$ cat src/rtl/frame_irq_pkg.sv
package frame_irq_pkg;
  // width able to hold values 0..n
  function automatic int unsigned cnt_width(input int unsigned n);
    return (n < 2) ? 1 : $clog2(n + 1);
  endfunction
endpackage

$ cat src/rtl/frame_irq_cnt.sv
module frame_irq_cnt #(
  parameter int unsigned PAL_CYC  = 71364,
  parameter int unsigned NTSC_CYC = 59736,
  parameter int unsigned CW       = 17
) (
  input  logic          clk_i,
  input  logic          rst_ni,
  input  logic          ntsc_i,
  output logic [CW-1:0] cnt_o,
  output logic [CW-1:0] len_o,
  output logic          wrap_o
);
  logic [CW-1:0] cnt_q, len_q;

  assign wrap_o = (cnt_q == len_q - CW'(1));
  assign cnt_o  = cnt_q;
  assign len_o  = len_q;

  always_ff @(posedge clk_i or negedge rst_ni) begin
    if (!rst_ni) begin
      cnt_q <= '0;
      len_q <= CW'(PAL_CYC);
    end else if (wrap_o) begin
      cnt_q <= '0;
      len_q <= ntsc_i ? CW'(NTSC_CYC) : CW'(PAL_CYC);
    end else begin
      cnt_q <= cnt_q + CW'(1);
    end
  end
endmodule

$ cat src/rtl/frame_irq_stat.sv
module frame_irq_stat #(
  parameter int unsigned CW        = 17,
  parameter int unsigned FLAG_LEAD = 3,
  parameter int unsigned ACK_LEAD  = 5,
  parameter int unsigned ACK_LAT   = 3
) (
  input  logic          clk_i,
  input  logic          rst_ni,
  input  logic [CW-1:0] cnt_i,
  input  logic [CW-1:0] len_i,
  input  logic          wrap_i,
  input  logic          rd_i,
  output logic          flag_o,
  output logic          irq_no
);
  localparam int unsigned AW = frame_irq_pkg::cnt_width(ACK_LAT);

  logic          flag_q, flag_d;
  logic          sup_q, sup_d;
  logic          irq_q, irq_d;
  logic [AW-1:0] ack_q, ack_d;
  logic          flag_set, in_win, late_rd, irq_set, irq_clr;

  assign flag_set = (cnt_i == len_i - CW'(FLAG_LEAD + 1));
  assign in_win   = (cnt_i >= len_i - CW'(ACK_LEAD));
  assign late_rd  = rd_i & in_win;
  assign irq_set  = wrap_i & ~sup_q & ~late_rd;

  always_comb begin
    // rising edge of the flag wins over a same-cycle clear
    flag_d = flag_set ? 1'b1 : (rd_i ? 1'b0 : flag_q);
    sup_d  = wrap_i ? 1'b0 : (late_rd ? 1'b1 : sup_q);
    ack_d   = ack_q;
    irq_clr = 1'b0;
    if (ack_q != '0) begin
      ack_d   = ack_q - AW'(1);
      irq_clr = (ack_q == AW'(1));
    end else if (rd_i && irq_q) begin
      if (ACK_LAT <= 1) irq_clr = 1'b1;
      else              ack_d   = AW'(ACK_LAT - 1);
    end
    irq_d = irq_set ? 1'b1 : (irq_clr ? 1'b0 : irq_q);
  end

  always_ff @(posedge clk_i or negedge rst_ni) begin
    if (!rst_ni) begin
      flag_q <= 1'b0;
      sup_q  <= 1'b0;
      irq_q  <= 1'b0;
      ack_q  <= '0;
    end else begin
      flag_q <= flag_d;
      sup_q  <= sup_d;
      irq_q  <= irq_d;
      ack_q  <= ack_d;
    end
  end

  assign flag_o = flag_q;
  assign irq_no = ~irq_q;
endmodule

$ cat src/rtl/frame_irq_wr.sv
module frame_irq_wr #(
  parameter int unsigned CW         = 17,
  parameter int unsigned FAST_LIMIT = 27130
) (
  input  logic          clk_i,
  input  logic          rst_ni,
  input  logic [CW-1:0] cnt_i,
  input  logic          wr_i,
  input  logic          text_i,
  output logic          fail_o
);
  logic fail_q;

  always_ff @(posedge clk_i or negedge rst_ni) begin
    if (!rst_ni) fail_q <= 1'b0;
    else         fail_q <= wr_i & ~text_i & (cnt_i >= CW'(FAST_LIMIT));
  end

  assign fail_o = fail_q;
endmodule

$ cat src/rtl/frame_irq.sv
module frame_irq #(
  parameter int unsigned PAL_CYC    = 71364,
  parameter int unsigned NTSC_CYC   = 59736,
  parameter int unsigned FLAG_LEAD  = 3,
  parameter int unsigned ACK_LEAD   = 5,
  parameter int unsigned ACK_LAT    = 3,
  parameter int unsigned FAST_LIMIT = 27130
) (
  input  logic       clk_i,
  input  logic       rst_ni,
  input  logic       ntsc_i,
  input  logic       text_mode_i,
  input  logic       stat_rd_i,
  input  logic       vram_wr_i,
  output logic [7:0] stat_o,
  output logic       irq_no,
  output logic       wr_fail_o
);
  localparam int unsigned CW = frame_irq_pkg::cnt_width(PAL_CYC);

  logic [CW-1:0] cnt, len;
  logic          wrap, flag;

  frame_irq_cnt #(.PAL_CYC(PAL_CYC), .NTSC_CYC(NTSC_CYC), .CW(CW)) u_cnt (
    .clk_i (clk_i),
    .rst_ni(rst_ni),
    .ntsc_i(ntsc_i),
    .cnt_o (cnt),
    .len_o (len),
    .wrap_o(wrap)
  );

  frame_irq_stat #(
    .CW(CW), .FLAG_LEAD(FLAG_LEAD), .ACK_LEAD(ACK_LEAD), .ACK_LAT(ACK_LAT)
  ) u_stat (
    .clk_i (clk_i),
    .rst_ni(rst_ni),
    .cnt_i (cnt),
    .len_i (len),
    .wrap_i(wrap),
    .rd_i  (stat_rd_i),
    .flag_o(flag),
    .irq_no(irq_no)
  );

  frame_irq_wr #(.CW(CW), .FAST_LIMIT(FAST_LIMIT)) u_wr (
    .clk_i (clk_i),
    .rst_ni(rst_ni),
    .cnt_i (cnt),
    .wr_i  (vram_wr_i),
    .text_i(text_mode_i),
    .fail_o(wr_fail_o)
  );

  assign stat_o = {flag, 7'b0};
endmodule

$ cat config.mk
export PLATFORM = sky130hd
export DESIGN_NAME = frame_irq
export DESIGN_NICKNAME = d
export VERILOG_FILES = /design/src/rtl/frame_irq_pkg.sv /design/src/rtl/frame_irq_cnt.sv /design/src/rtl/frame_irq_stat.sv /design/src/rtl/frame_irq_wr.sv /design/src/rtl/frame_irq.sv
export SDC_FILE = /design/constraint.sdc
export NUM_CORES = 1
export LEC_CHECK = 0
export CORE_MARGIN = 1.5
export CORE_UTILIZATION = 40
export DETAILED_ROUTE_END_ITERATION = 6
export PLACE_DENSITY = 0.67
export SKIP_CTS_REPAIR_TIMING = 1
export SLEW_MARGIN = 20
export SYNTH_ARGS = -nofsm -noshare
export SYNTH_HDL_FRONTEND = slang
export SYNTH_SLANG_ARGS = --single-unit
$ cat constraint.sdc
create_clock -name clk_i -period 2 [get_ports clk_i]
set_input_delay 0.4 -clock clk_i [delete_from_list [all_inputs] [get_ports clk_i]]
set_output_delay 0.4 -clock clk_i [all_outputs]
set_load 0.005 [all_outputs]
==> flow_metrics.tcl <==
set metrics [dict create \
    status "complete, no violations" \
    first_pass_iters 4 \
    gr-usage-all-layers_pct 15.3 \
    drive_above_1_share_pct 15.2 \
    cpMaxStageDelayCell "dfstp_2" \
    p_leak_nw 0.931 \
    ant_nets 0 \
    dp_cells 243 \
    crit_chain "inv_2, ha_1, and2_1, a221o_1, a21oi_1, a31oi_1, and2_1" \
    synth-main-ff-cell "dfrtp_1" \
    netlist_instances 173 \
    arrival_ns 2.07 \
    cpPeakStageDelay_ns 0.55 \
    die_area_um2 4580 \
    cts-root-buf "clkbuf_8" \
    drt-initial-drc-count 21 \
    cts.sinks 25 \
    finalWirelength_um 3110 \
    die_w_um 67.6 \
    die_y_um 67.6 \
    synth.area.top_cells "dfrtp_1, ha_1, nor2_1, xnor2_1, xor2_1" \
    synth.top_cell.area_share_pct 35.9 \
    rows 23 \
    power.total_mw 0.860 \
    stdcell_count 248 \
    critPathLaunchType "flop" \
    gpl.final_weighted_congestion 0.809 \
    setup_tns_ns 0 \
    period_share_pct 94.9 \
    cp_data_required_time_ns 2.17 \
    drc 0 \
    num_antenna_cells 0 \
    fin_area_um2 1940 \
    timing_worst_setup_path_type "flop to flop" \
    cts_tree "built" \
    maxCapViolCount 0 \
    path_common_cell "and2_1" \
    h-tree-depth 1 \
    ys_ff_latch 25 \
    setup_slack_ns 0.101 \
    clockBufferDepth 2 \
    initial_core_util_pct 41.8 \
    critPathCaptureType "flop" \
    setup-violations-final 0 \
    vias 1256 \
    gr-total-overflow 0 \
    port_buffers 8 \
    coreArea_um2 4000 \
    register_area_um2 627 \
    synth_cell_type_count 37 \
    async_reset_ff_share_pct 100 \
    min_path_type "primary input to async pin" \
    slew_violations 0 \
    wl_met2_um 1420 \
    dpl_cell_area_um2 1870 \
    m1WireLength_um 1510 \
    clkTransAtPathRegs_ns 0.09 \
    clk_latency_ns 0.27 \
    r2r-start "u_cnt.len_o[12]" \
    multi_input_area_um2 948 \
    synth-edff-count 0 \
    syn2layout_area_growth_pct 16.2 \
    antenna_found_initial 0 \
    final_hold_viol_count 0 \
    synth_top_area_cell "dfrtp_1" \
    synth_area_um2 1670 \
    crit_path_max_fanout 7 \
    clock.fmax_mhz 527 \
    num_io_pins 16 \
    grt_max_degree 26 \
    place_hpwl_um 2420 \
    dp_slack_ns -0.0819 \
    peakVddDrop_v 0.000365 \
    ys_warn_count 0 \
    wl_met3_um 139 \
    grt_pass1_vias 1160 \
    crit_start "u_cnt.len_o[12]" \
    whs_ns 0.486 \
    yosysSeqAreaShare_pct 37.5 \
    grt_pass1_wl_um 5140 \
    clock_skew_ns 0.00344 \
    fillCellCount 400 \
    avgRoutedWirePerCell_um 12.6 \
    finalCriticalPeriod_ns 1.90 \
    post_synth.cell_area_avg_um2 9.66 \
    p_per_area_nw_per_um2 442 \
    final_core_util_pct 48.6 \
    finalNetCount 227 \
    reg2regPathDepth 7 \
    maxUsedRoutingLayer "met4" \
    cts_made_buffers 3 \
    routed_via_density 5.06 \
]
==> power by group <==
group | switching [mW] | internal [mW] | leakage [nW] | total (mW)
clock network | 0.170 | 0.141 | 0.0217 | 0.312
logic | 0.0227 | 0.0179 | 0.583 | 0.0406
registers | 0.000692 | 0.507 | 0.326 | 0.508
==> worst max-delay path: cells and delay by family (launching register included) <==
kind,cells,cell delay (ns)
adder cells (fa/ha/maj),1,0.26
flip-flops,1,0.55
AND/OR/NAND/NOR,2,0.35
AO/OA/AOI/OAI,3,0.58
buffers and inverters,1,0.07
==> routing by layer <==
layer	track usage (%)	vias to the layer above
met5	0	-
met1	19.4	589
li1	-	642
met3	4.00	6
met4	5.10	0
met2	25.0	19
==> layout by cell type (no fill, tap or decap), types with 2 or more instances in the layout <==
| cell type | synthesis | routed |
|---|---|---|
| nand2_1 | 8 | 8 |
| nand4_1 | 8 | 8 |
| conb_1 | 1 | 7 |
| o22ai_1 | 2 | 2 |
| buf_4 | 8 | 16 |
| xnor2_1 | 8 | 8 |
| inv_1 | 9 | 7 |
| nor3_1 | 4 | 4 |
| ha_1 | 22 | 22 |
| a21o_1 | 3 | 3 |
| a211oi_1 | 2 | 2 |
| nor2_1 | 22 | 21 |
| nand3_1 | 8 | 8 |
| and2_1 | 6 | 5 |
| a21oi_1 | 3 | 3 |
| mux2i_1 | 2 | 2 |
| clkbuf_8 | 0 | 3 |
| o21ai_0 | 6 | 6 |
| clkdlybuf4s50_1 | 0 | 8 |
| buf_6 | 1 | 2 |
| inv_2 | 0 | 2 |
| xor2_1 | 7 | 7 |
| dfrtp_1 | 24 | 24 |
| nand2b_1 | 3 | 3 |
==> final cells by class <==
class,instances,area share (%)
Sequential cell,25,32.3
Inverter,9,1.74
Tap cell,50,3.22
Timing Repair Buffer,26,11.5
Multi-Input combinational cell,134,48.8
Clock buffer,3,2.12
Clock inverter,1,0.386
==> registers in the layout, summed over array words and instances, names as in the netlist <==
name,count
u_cnt.cnt_o,17
u_cnt.len_o,2
u_stat.ack_q,2
u_stat.flag_o,1
u_stat.irq_q,1
u_stat.sup_q,1
u_wr.fail_o,1
==> final timing paths <==
kind / endpoint / slack [ns]
max in group asynchronous: u_cnt.len_o[12] / 1.22
max: u_stat.sup_q / 0.10
min in group clk_i: u_stat.flag_o / 0.53
max reg2reg: u_stat.sup_q / 0.10
min: u_cnt.cnt_o[13] / 0.49
min reg2reg: u_stat.flag_o / 0.53
==> cells in the mapped netlist, types with 2 or more instances <==
master    number
dfrtp_1       24
ha_1          22
nor2_1        22
inv_1          9
buf_4          8
nand2_1        8
nand3_1        8
nand4_1        8
xnor2_1        8
xor2_1         7
and2_1         6
o21ai_0        6
nor3_1         4
a21o_1         3
a21oi_1        3
nand2b_1       3
a211oi_1       2
mux2i_1        2
o22ai_1        2
==> cell families after synthesis <==
logic type	Yosys count	share of synthesized area (%)
multiplexers	3	1.87
flip-flops	25	37.5
other	1	0.224
AO/OA/AOI/OAI	23	9.21
adder cells (fa/ha/maj)	22	16.5
buffers and inverters	20	7.48
AND/OR/NAND/NOR	64	19.4
XOR/XNOR	15	7.86
(Power assumes the default switching activity.)
